$ cat config.mk
export PLATFORM = sky130hd
export DESIGN_NAME = rot_irq_resolver
export DESIGN_NICKNAME = d
export VERILOG_FILES = /design/src/rtl/rir_pkg.sv /design/src/rtl/rir_rank_find.sv /design/src/rtl/rir_state.sv /design/src/rtl/rot_irq_resolver.sv
export SDC_FILE = /design/constraint.sdc
export NUM_CORES = 1
export LEC_CHECK = 0
export BUFFER_PORTS_ARGS = -buffer_cell sky130_fd_sc_hd__clkbuf_2
export CORE_UTILIZATION = 52
export DETAILED_ROUTE_END_ITERATION = 10
export PLACE_DENSITY = 0.81
export SYNTH_ARGS = -nofsm -noshare
export SYNTH_HDL_FRONTEND = slang
export SYNTH_SLANG_ARGS = --single-unit
$ cat constraint.sdc
create_clock -name clk -period 7.55 [get_ports clk]
set_input_delay 1.51 -clock clk [delete_from_list [all_inputs] [get_ports clk]]
set_output_delay 1.51 -clock clk [all_outputs]
set_load 0.01 [all_outputs]
$ cat src/rtl/rir_pkg.sv
package rir_pkg;

  typedef struct packed {
    logic auto_eoi;
    logic rotate_aeoi;
    logic special_mask;
    logic nested_mode;
    logic is_master;
  } rir_mode_t;

endpackage

$ cat src/rtl/rir_rank_find.sv
// Lowest rank among set bits, rank measured from a rotating base.
// Returns N (sentinel) when no bit is set.
module rir_rank_find #(
  parameter int unsigned N  = 8,
  parameter int unsigned LW = $clog2(N)
) (
  input  logic [N-1:0]  bits,
  input  logic [LW-1:0] base,
  output logic [LW:0]   rank
);

  logic [N-1:0] rot;

  genvar g;
  generate
    for (g = 0; g < N; g++) begin : g_rot
      logic [LW-1:0] src;
      assign src    = LW'(g) + base;
      assign rot[g] = bits[src];
    end
  endgenerate

  always_comb begin
    rank = (LW+1)'(N);
    for (int i = N - 1; i >= 0; i--) begin
      if (rot[i]) rank = (LW+1)'(i);
    end
  end

endmodule

$ cat src/rtl/rir_state.sv
// In-service set, rotation base and vector register.
module rir_state
  import rir_pkg::*;
#(
  parameter int unsigned N     = 8,
  parameter int unsigned LW    = $clog2(N),
  parameter int unsigned VEC_W = 8,
  localparam int unsigned BW   = VEC_W - LW
) (
  input  logic             clk,
  input  logic             rst,
  input  logic             ack,
  input  logic             win_ok,
  input  logic [LW-1:0]    win_line,
  input  rir_mode_t        mode,
  input  logic [BW-1:0]    vec_base,
  output logic [N-1:0]     isr_q,
  output logic [LW-1:0]    base_q,
  output logic             vec_valid_q,
  output logic [VEC_W-1:0] vec_q
);

  logic [N-1:0] win_hot;
  assign win_hot = N'(1) << win_line;

  always_ff @(posedge clk) begin
    if (rst) begin
      isr_q       <= '0;
      base_q      <= '0;
      vec_valid_q <= 1'b0;
      vec_q       <= '0;
    end else begin
      vec_valid_q <= ack;
      if (ack) begin
        vec_q <= {vec_base, win_line};
        if (win_ok) begin
          if (!mode.auto_eoi)
            isr_q <= isr_q | win_hot;
          else if (mode.rotate_aeoi)
            base_q <= win_line + LW'(1);
        end
      end
    end
  end

endmodule

$ cat src/rtl/rot_irq_resolver.sv
module rot_irq_resolver
  import rir_pkg::*;
#(
  parameter int unsigned N         = 8,
  parameter int unsigned VEC_W     = 8,
  parameter int unsigned CASC_LINE = 2,
  localparam int unsigned LW       = $clog2(N),
  localparam int unsigned BW       = VEC_W - LW
) (
  input  logic             clk,
  input  logic             rst,
  input  logic [N-1:0]     pend,
  input  logic [N-1:0]     mask,
  input  logic [N-1:0]     level_mode,
  input  logic             special_mask,
  input  logic             nested_mode,
  input  logic             is_master,
  input  logic             auto_eoi,
  input  logic             rotate_aeoi,
  input  logic [BW-1:0]    vec_base,
  input  logic             ack,
  output logic             irq_out,
  output logic [LW-1:0]    win_line,
  output logic [N-1:0]     ack_clr,
  output logic [N-1:0]     isr_out,
  output logic [LW-1:0]    prio_base,
  output logic             vec_valid,
  output logic [VEC_W-1:0] vec_out
);

  rir_mode_t     mode;
  logic [N-1:0]  cand, cur_set, sm_keep, casc_keep;
  logic [LW:0]   req_rank, cur_rank;
  logic          win_ok;
  logic [LW-1:0] line_sel;

  assign mode = '{auto_eoi:     auto_eoi,
                  rotate_aeoi:  rotate_aeoi,
                  special_mask: special_mask,
                  nested_mode:  nested_mode,
                  is_master:    is_master};

  assign cand      = pend & ~mask;
  assign sm_keep   = mode.special_mask ? ~mask : '1;
  assign casc_keep = (mode.nested_mode && mode.is_master) ? ~(N'(1) << CASC_LINE) : '1;
  assign cur_set   = isr_out & sm_keep & casc_keep;

  rir_rank_find #(.N(N), .LW(LW)) u_req (
    .bits (cand),
    .base (prio_base),
    .rank (req_rank)
  );

  rir_rank_find #(.N(N), .LW(LW)) u_cur (
    .bits (cur_set),
    .base (prio_base),
    .rank (cur_rank)
  );

  // The sentinel N is above every real rank, so a strict compare covers "none".
  assign win_ok   = req_rank < cur_rank;
  assign line_sel = win_ok ? (req_rank[LW-1:0] + prio_base) : LW'(N - 1);
  assign irq_out  = win_ok;
  assign win_line = line_sel;
  assign ack_clr  = (ack && win_ok) ? ((N'(1) << line_sel) & ~level_mode) : '0;

  rir_state #(.N(N), .LW(LW), .VEC_W(VEC_W)) u_state (
    .clk         (clk),
    .rst         (rst),
    .ack         (ack),
    .win_ok      (win_ok),
    .win_line    (line_sel),
    .mode        (mode),
    .vec_base    (vec_base),
    .isr_q       (isr_out),
    .base_q      (prio_base),
    .vec_valid_q (vec_valid),
    .vec_q       (vec_out)
  );

endmodule

==> results.cfg <==
[sta]
slew_violations = 0
fin_crit_sh_pct = 90.4
setup_viol = 0
final.setup.tns_ns = 0
fin_skew_ns = 0.00534
fmaxAchievable_mhz = 146
rsz0062_at_grt = no
period_needed_ns = 6.83
worst_slew_pin_slew_ns = 0.836
max_slew_margin_pct = 44.2
hold_viol_final = 0

[grt]
grt_max_degree = 21
grt_pass1_vias = 2061
grt_pass1_wl_mm = 9.34
antenna_found_initial = 0
overflow = 0
grt.total_usage_pct = 26.8

[setup_path]
critPathKind = primary input to output pin
slowest_stage = mux4_1
critPathTopFamily = simple AND/OR/NAND/NOR gates
cp-end-kind = output pin
ff2ff_setup_slack_ns = 2.29
start_kind = primary input
cp.arrival_ns = 5.32
cp_slowest_stage_delay_ns = 0.59
path_cells = clkbuf_2, and2b_4, mux2_2, mux4_1, nor4_2, nor4b_1, ha_1, a21oi_1, a21boi_4, nand2_1, ha_1, ha_1, and4b_1, clkbuf_2
cp_data_required_time_ns = 6.04
critPathMaxFanout = 14
critPathBufInv = 2
cpMostUsedCell = ha_1

[clock_tree]
hold_buffers = 0
cts_setup_buffers = 0
cts_sinks = 20
cts_buffers = 3
clock-root-buffer = clkbuf_8
clkTransAtPathRegs_ns = 0.07
insertion_delay_ns = 0.26
clock_path_buffers = 2
cts_tree = done
cts.htree.levels = 1
cts_resized = 0

[detailed_routing]
routed_via_density = 6.13
drt-total-wl_mm = 5.79
wl_per_cell_um = 16.3
drc = 0
first_pass_iters = 4
drtIter0Drc = 90
num_vias = 2182
ant_nets = 0

[layout]
stdcell_area_um2 = 2660
drive_gt1_share_pct = 35.6
nets = 357
nFillCells = 349
synthToLayoutAreaGrowth_pct = 17.5
diodes = 0

[synth]
syn_nets = 295
synthSimpleGateAreaFrac_pct = 25.8
synthCells = 245
synth.mux.area_fraction_pct = 21.8
async_flop_share_pct = 0
seq_area_frac_synth_pct = 17.7
synth_xor_xnor_area_share_pct = 3.04
synth_cell_types = 62
avgSynthCellArea_um2 = 9.24
synth_compound_area_share_pct = 19.6
synth_edf_count = 0
synth-adder-area-share_pct = 7.51
synth_top_family_by_area = simple AND/OR/NAND/NOR gates
synth_area_um2 = 2260
yosysWarnings = 0
synth_ff_type = dfxtp_1
ys_ff_latch = 20

[placement]
dpl.hpwl_mm = 4.71
portBuffers = 68
place_area_um2 = 2610
routabilityCongestion = 0.855

[die]
dieArea_um2 = 4620
die-height_um = 68.0
start_util_pct = 55.4
io_pins = 69
rows = 23
coreArea_um2 = 4090
die_w_um = 68.0

[status]
status = finished clean

[min_path]
hold_class = flip-flop to flip-flop

[flow_run]
drv_cap = 0
==> state kept, by name, summed over array words and instances, names as in the netlist <==
| name | flops |
|---|---|
| u_state.vec_valid_q | 1 |
| u_state.isr_q | 8 |
| u_state.vec_q | 8 |
| u_state.base_q | 3 |
==> synthesized netlist by cell type, types with 3 or more instances <==
cell | count | share of area, %
a21boi_0 | 7 | 2.3
a21oi_1 | 3 | 0.66
a22o_1 | 3 | 1.2
a22oi_1 | 3 | 0.99
a311oi_1 | 3 | 1.2
a32o_1 | 8 | 3.5
and2_1 | 7 | 1.9
and3_1 | 5 | 1.4
buf_6 | 3 | 1.5
clkbuf_1 | 6 | 0.99
dfxtp_1 | 20 | 18
ha_1 | 12 | 6.6
inv_1 | 4 | 0.66
mux2_2 | 8 | 4.0
mux2i_1 | 10 | 4.4
mux4_2 | 11 | 11
nand2_1 | 26 | 4.3
nor2_1 | 26 | 4.3
nor2b_1 | 11 | 3.0
nor3_1 | 5 | 1.1
nor4b_2 | 3 | 2.0
o211ai_1 | 6 | 2.0
xnor2_1 | 4 | 1.5
==> kinds of logic (layout without fill, tap and decap cells) <==
group | Yosys count | after routing
flip-flops | 20 | 20
buffers and inverters | 20 | 81
XOR/XNOR | 7 | 7
AO/OA/AOI/OAI | 51 | 51
multiplexers | 32 | 32
AND/OR/NAND/NOR | 102 | 102
adder cells (fa/ha/maj) | 13 | 13
==> stage by stage <==
stage	setup slack, ns	cells	utilization, %	hold WS [ns]
2_1_floorplan	1.22	245	-	0.503
3_3_place_gp	0.918	352	63.7	0.474
3_5_place_dp	0.773	352	63.7	0.480
4_1_cts	0.771	356	65.1	0.499
5_1_grt	0.398	356	65.1	0.537
6_report	0.723	356	65.1	0.492
==> layer usage <==
metal	up-vias	part of all wire, %	global-route usage (%)	wire [um]
met5	-	0	0	0
met4	0	1.6	11.7	93
met3	12	5.7	3.83	329
met2	83	50	48.4	2910
met1	1032	42	31.0	2450
li1	1055	-	-	-
==> worst reg2reg max path, delay by kind of cell, from the launching register on <==
| family | cells | cell delay (ns) |
|---|---|---|
| AOI/OAI and AO/OA | 2 | 0.60 |
| buffers and inverters | 1 | 0.46 |
| and+or+nand+nor | 4 | 1.02 |
| adders and majority gates | 4 | 1.20 |
| xor gates and xnor gates | 1 | 0.28 |
| DFF | 1 | 0.64 |
| muxes | 2 | 0.96 |
==> cell type report <==
type	instances	area (um^2)	share of cell area, %
Tap cell	50	62.6	2.35
Inverter	7	26.3	0.988
Multi-Input combinational cell	205	1760	66.2
Clock buffer	4	55.1	2.07
Sequential cell	20	400	15.1
Timing Repair Buffer	70	355	13.4
==> path summary, 6_finish.rpt <==
path                                        start           endpoint  cells past startpoint
worst max-delay path                      mask[2]         ack_clr[3]                     14
worst max register to register  u_state.base_q[1]  u_state.base_q[2]                     14
worst min register to register   u_state.vec_q[7]   u_state.vec_q[7]                      2
worst min-delay path             u_state.vec_q[7]   u_state.vec_q[7]                      2
==> cells in the final DEF, fill, tap and decap left out, drive strengths merged, types with 2 or more instances in the layout <==
cell type / instances
and4b: 2
ha: 12
a22o: 3
nand4: 2
buf: 2
xnor2: 4
nand2: 26
clkbuf: 72
o2bb2ai: 3
o211ai: 6
nor4b: 4
xor2: 3
and2: 8
mux4: 12
a21oi: 4
inv: 5
clkinv: 2
nand3: 2
nor2: 26
mux2i: 10
nand3b: 3
a22oi: 3
nor3: 5
a32o: 8
nor4: 2
a311oi: 3
a21boi: 8
mux2: 10
nor2b: 11
dfxtp: 20
a221o: 2
o21ai: 2
and3: 5
a21o: 2
Power is not shown: default switching activity piles up to over one toggle a cycle in this logic, so the estimate is an artifact.
